### config.mk
export PLATFORM = sky130hd
export DESIGN_NAME = irqc_top
export DESIGN_NICKNAME = d
export VERILOG_FILES = /design/src/rtl/irqc_pkg.sv /design/src/rtl/irqc_datapath.sv /design/src/rtl/irqc_control.sv /design/src/rtl/irqc_top.sv
export SDC_FILE = /design/constraint.sdc
export NUM_CORES = 1
export LEC_CHECK = 0
export BUFFER_PORTS_ARGS = -buffer_cell sky130_fd_sc_hd__buf_4
export CAP_MARGIN = 10
export CORE_MARGIN = 2
export CORE_UTILIZATION = 56
export CTS_CLUSTER_DIAMETER = 40
export DETAILED_ROUTE_END_ITERATION = 12
export PLACE_DENSITY = 0.9
export SETUP_SLACK_MARGIN = 0.5
export SLEW_MARGIN = 20
export SYNTH_ARGS = -nofsm -noshare
export SYNTH_HDL_FRONTEND = slang
export SYNTH_HIERARCHICAL = 1
export SYNTH_SLANG_ARGS = --single-unit
export TNS_END_PERCENT = 50
### constraint.sdc
create_clock -name clk -period 11.4 [get_ports clk]
set_input_delay 2.28 -clock clk [delete_from_list [all_inputs] [get_ports clk]]
set_output_delay 2.28 -clock clk [all_outputs]
set_load 0.02 [all_outputs]
### src/rtl/irqc_pkg.sv
package irqc_pkg;

  // Strobes from control to datapath, one clock wide each.
  typedef struct packed {
    logic ackFire;     // move presented line from pending to in-service
    logic eoiFire;     // retire highest in-service line
    logic discardAll;  // end-of-interrupt with nothing in service
    logic tprLoad;     // load task priority
  } ctlStrobes_t;

endpackage

### src/rtl/irqc_datapath.sv
module irqc_datapath
  import irqc_pkg::*;
#(
  parameter int NUM_LINES   = 32,
  parameter int VEC_BASE    = 32,
  parameter int VEC_W       = 8,
  parameter int CLASS_SHIFT = 4
) (
  input  logic                 clk,
  input  logic                 rstN,
  input  logic [NUM_LINES-1:0] irqLines,
  input  logic [NUM_LINES-1:0] lineMask,
  input  logic [NUM_LINES-1:0] edgeMode,
  input  logic [VEC_W-1:0]     tprWrData,
  input  ctlStrobes_t          strobes,
  output logic                 reqValid,
  output logic                 isrAny,
  output logic [VEC_W-1:0]     candVec,
  output logic [NUM_LINES-1:0] isrOut,
  output logic [VEC_W-1:0]     tprOut
);

  localparam int IDX_W = $clog2(NUM_LINES);

  logic [NUM_LINES-1:0] pendReg, isrReg, prevReg;
  logic [VEC_W-1:0]     tprReg;

  logic [NUM_LINES-1:0] classOk, eligible, ackHot, eoiHot, risingHits;
  logic [NUM_LINES-1:0] pendNext, isrNext;
  logic                 candAny;
  logic [IDX_W-1:0]     candIdx, svcIdx;

  // Highest set bit: returns {found, index}.
  function automatic logic [IDX_W:0] topBit(input logic [NUM_LINES-1:0] v);
    logic [IDX_W:0] r;
    r = '0;
    for (int i = 0; i < NUM_LINES; i++) begin
      if (v[i]) r = {1'b1, IDX_W'(i)};
    end
    return r;
  endfunction

  // Threshold compare per line, vector class is fixed per line.
  for (genvar g = 0; g < NUM_LINES; g++) begin : g_class
    assign classOk[g] = ((VEC_BASE + g) >> CLASS_SHIFT) > int'(tprReg >> CLASS_SHIFT);
  end

  assign eligible   = pendReg & ~lineMask & classOk;
  assign risingHits = irqLines & ~prevReg;

  always_comb begin
    {candAny, candIdx} = topBit(eligible);
    {isrAny, svcIdx}   = topBit(isrReg);
    reqValid = candAny && (!isrAny || (candIdx > svcIdx));
    candVec  = VEC_W'(VEC_BASE + int'(candIdx));

    ackHot = '0;
    if (strobes.ackFire) ackHot[candIdx] = 1'b1;
    eoiHot = '0;
    if (strobes.eoiFire) eoiHot[svcIdx] = 1'b1;

    isrNext = (isrReg & ~eoiHot) | ackHot;

    for (int i = 0; i < NUM_LINES; i++) begin
      if (edgeMode[i])
        pendNext[i] = ((pendReg[i] & ~strobes.discardAll) | risingHits[i]) & ~ackHot[i];
      else
        pendNext[i] = irqLines[i] & ~ackHot[i];
    end
  end

  always_ff @(posedge clk or negedge rstN) begin
    if (!rstN) begin
      pendReg <= '0;
      isrReg  <= '0;
      prevReg <= '0;
      tprReg  <= '0;
    end else begin
      pendReg <= pendNext;
      isrReg  <= isrNext;
      prevReg <= irqLines;
      if (strobes.tprLoad) tprReg <= tprWrData;
    end
  end

  assign isrOut = isrReg;
  assign tprOut = tprReg;

endmodule

### src/rtl/irqc_control.sv
module irqc_control
  import irqc_pkg::*;
#(
  parameter int VEC_W = 8
) (
  input  logic              intAck,
  input  logic              eoiWr,
  input  logic              tprWe,
  input  logic              reqValid,
  input  logic              isrAny,
  input  logic [VEC_W-1:0]  candVec,
  output ctlStrobes_t       strobes,
  output logic              intReq,
  output logic [VEC_W-1:0]  intVec
);

  always_comb begin
    strobes.ackFire    = intAck & reqValid;
    strobes.eoiFire    = eoiWr & isrAny;
    strobes.discardAll = eoiWr & ~isrAny;
    strobes.tprLoad    = tprWe;
    intReq             = reqValid;
    intVec             = reqValid ? candVec : '0;
  end

endmodule

### src/rtl/irqc_top.sv
module irqc_top
  import irqc_pkg::*;
#(
  parameter int NUM_LINES   = 32,
  parameter int VEC_BASE    = 32,
  parameter int VEC_W       = 8,
  parameter int CLASS_SHIFT = 4
) (
  input  logic                 clk,
  input  logic                 rstN,
  input  logic [NUM_LINES-1:0] irqLines,
  input  logic [NUM_LINES-1:0] lineMask,
  input  logic [NUM_LINES-1:0] edgeMode,
  input  logic                 intAck,
  input  logic                 eoiWr,
  input  logic                 tprWe,
  input  logic [VEC_W-1:0]     tprWrData,
  output logic                 intReq,
  output logic [VEC_W-1:0]     intVec,
  output logic [NUM_LINES-1:0] isrOut,
  output logic [VEC_W-1:0]     tprOut
);

  ctlStrobes_t      strobes;
  logic             reqValid, isrAny;
  logic [VEC_W-1:0] candVec;

  irqc_datapath #(
    .NUM_LINES(NUM_LINES), .VEC_BASE(VEC_BASE),
    .VEC_W(VEC_W), .CLASS_SHIFT(CLASS_SHIFT)
  ) u_dp (
    .clk(clk), .rstN(rstN), .irqLines(irqLines), .lineMask(lineMask),
    .edgeMode(edgeMode), .tprWrData(tprWrData), .strobes(strobes),
    .reqValid(reqValid), .isrAny(isrAny), .candVec(candVec),
    .isrOut(isrOut), .tprOut(tprOut)
  );

  irqc_control #(.VEC_W(VEC_W)) u_ctl (
    .intAck(intAck), .eoiWr(eoiWr), .tprWe(tprWe),
    .reqValid(reqValid), .isrAny(isrAny), .candVec(candVec),
    .strobes(strobes), .intReq(intReq), .intVec(intVec)
  );

endmodule

==> impl_metrics.json <==
{
  "status": "finished clean",
  "ctsResizeCount": 0,
  "maxSlewViolCount": 0,
  "grt_usage": 0.314,
  "fin_crit_sh": 0.678,
  "cts_tree": "yes",
  "port_buffers": 155,
  "fin_crit_ps": 7730,
  "yosysWarnings": 6,
  "cts-htree-levels": 3,
  "core_sq_um": 9200,
  "clockRootBuffer": "clkbuf_8",
  "vias_per_cell": 6.33,
  "cp-start-kind": "primary input",
  "hold_violations": 0,
  "slew_headroom": 0.278,
  "hold_path_class": "reg2reg",
  "cts_setup_buffers": 0,
  "syn2layout_area_growth_pct": 26.9,
  "rr_startpoint": "u_dp/tprOut[7]",
  "die_h_um": 101,
  "crit_required_ps": 9120,
  "r2r-end": "u_dp/pendReg[10]",
  "grt_overflow_total": 0,
  "tightest_slew_ps": 1080,
  "first_pass_iters": 5,
  "wire_per_inst_um": 19.7,
  "critPathMaxFanout": 10,
  "rsz0062_at_grt": "false",
  "dp_hpwl_um": 12100,
  "holdPathStages": 1,
  "insertion_delay_ps": 360,
  "leakage_nw": 3.05,
  "arrival_ps": 5450,
  "max_freq_ghz": 0.129,
  "clockBufferDepth": 2,
  "utilization": 0.729,
  "io-pin-count": 158,
  "synth_area_sq_um": 5280,
  "dieArea_sq_um": 10200,
  "layout_setup_ws_ps": 3670,
  "core.rowCount": 35,
  "cp-end-kind": "output port",
  "grt_pass1_wl_um": 25200,
  "worstSetupPathType": "in2out",
  "synth.avg_cell_area_sq_um": 9.78,
  "cts_made_buffers": 9,
  "antenna_cells": 0,
  "ys_ff_latch": 104,
  "clkSinkCount": 104,
  "dp_slack_ps": 3730,
  "drc": 0,
  "die_w_um": 101,
  "async_flop_share": 1.00,
  "synth.yosys.seq_area_share": 0.493,
  "holdCritStartpoint": "u_dp/tprOut[1]",
  "clk_pin_slew_ps": 100,
  "finalPower_mw": 1.80,
  "placed_cells": 797,
  "synth_flop_cell": "dfrtp_1",
  "synth.distinct_cells": 63,
  "setup_viol": 0,
  "fin_area_sq_um": 6700,
  "final_cells": 812,
  "rrSetupSlack_ps": 6680,
  "holdWs_ps": 522,
  "drive_gt1_frac": 0.290,
  "place.gp.congestion": 0.939,
  "nets": 811,
  "syn_inst": 540,
  "ant_nets": 0,
  "hold_end": "u_dp/tprOut[1]",
  "grt_max_degree": 54,
  "hold_buffers": 0,
  "synth_edf_count": 0,
  "drtIter0Drc": 291,
  "grt_pass1_vias": 5128,
  "initial_utilization": 0.574,
  "clock_skew_ps": 11.1,
  "maxCapViolCount": 0,
  "dpl-instance-area_sq_um": 6540,
  "power_density_nw_per_um2": 269,
  "r2r_cells": 18,
  "antenna_found_initial": 0,
  "vias": 5136,
  "vdd_drop_max_mv": 0.215,
  "wirelength_um": 16000,
  "fin_tns_setup_ps": 0
}
-- synthesized netlist by cell type (3+ instances only) --
cell type	n	area, sq um
dfrtp_1	104	2600
nand2_1	60	225
o21ai_0	43	215
a21oi_1	36	180
a32oi_1	33	289
nand2b_1	30	188
o21ai_1	28	140
nor2_1	23	86.3
nor2b_1	20	125
and2_1	16	100
inv_1	13	48.8
a31oi_1	10	62.6
nand4_1	10	62.6
nand3_1	9	45.0
mux2_2	8	90.1
clkbuf_1	6	22.5
buf_4	5	37.5
ha_1	5	62.6
nor3_1	5	25.0
and4_1	4	35.0
nor4_1	4	25.0
or4_4	4	45.0
a221oi_1	3	26.3
o21a_1	3	22.5
o41ai_1	3	26.3
or4_1	3	22.5
-- where the power goes --
group	switching [mW]	internal, mW
registers	0.0756	0.441
clock network	0.123	0.0793
logic	0.673	0.410
total	0.872	0.931
-- routing by layer --
layer,GRT usage,share of wire
met1,0.400,0.40
met4,0.107,0.025
met3,0.0596,0.072
met2,0.542,0.50
met5,0,0
-- flip-flops by register name, indices dropped and copies added (netlist names) --
| name | flops |
|---|---|
| u_dp/isrOut | 32 |
| u_dp/pendReg | 32 |
| u_dp/prevReg | 32 |
| u_dp/tprOut | 8 |
-- cell usage in the layout, fill, tap and decap left out, types with 4 or more instances in the layout --
cell type / synthesis / layout
and4_1: 4 / 4
a21oi_1: 36 / 36
nor3_1: 5 / 5
nand2_1: 60 / 60
mux2_2: 8 / 8
inv_1: 13 / 12
a31oi_1: 10 / 10
clkbuf_8: 0 / 9
nand4_1: 10 / 10
o21ai_1: 28 / 28
nor2b_1: 20 / 20
dfrtp_1: 104 / 104
nand3_1: 9 / 9
a32oi_1: 33 / 33
nor4_1: 4 / 4
ha_1: 5 / 5
nor2_1: 23 / 23
buf_4: 5 / 157
or4_4: 4 / 4
and2_1: 16 / 16
nand2b_1: 30 / 30
o21ai_0: 43 / 43
-- worst max-delay path, stage by stage --
cell      delay (ps)
buf_4            100
nand2b_1         180
a221o_1          340
a31oi_1          230
nor3_1           120
a31oi_4          250
inv_2            140
ha_1             310
nor2b_1          130
o21ai_0           90
nand2b_1          90
a21oi_1           70
nor2b_1          110
o22ai_1           90
a32oi_1          500
and2_1           270
buf_4            150
-- worst max path at each step --
stage / end / slack [ps] / startpoint
after floorplan: intVec[0] / 4380 / lineMask[25]
after global placement: intVec[0] / 3880 / lineMask[25]
after detailed placement: intVec[0] / 3730 / lineMask[25]
after CTS: intVec[0] / 3720 / lineMask[25]
after global routing: intVec[0] / 3440 / lineMask[25]
final: intVec[0] / 3670 / lineMask[25]
-- logic make-up after synthesis --
family | Yosys count | synth area share
AND/OR/NAND/NOR | 204 | 0.214
AO/OA/AOI/OAI | 190 | 0.240
flip-flops | 104 | 0.493
buffers and inverters | 27 | 0.0230
multiplexers | 8 | 0.0171
adder cells (fa/ha/maj) | 5 | 0.0118
other | 2 | 0.00142
-- final cells by class --
type / instances / area (sq um)
clock buffer: 11 / 131
timing repair buffer: 157 / 1180
inverter: 15 / 56.3
sequential: 104 / 2600
multi-input combinational: 410 / 2560
tap: 111 / 139
fill: 719 / 2490
clock inverter: 4 / 32.5
Note: power is estimated with default switching activity, not from simulation.
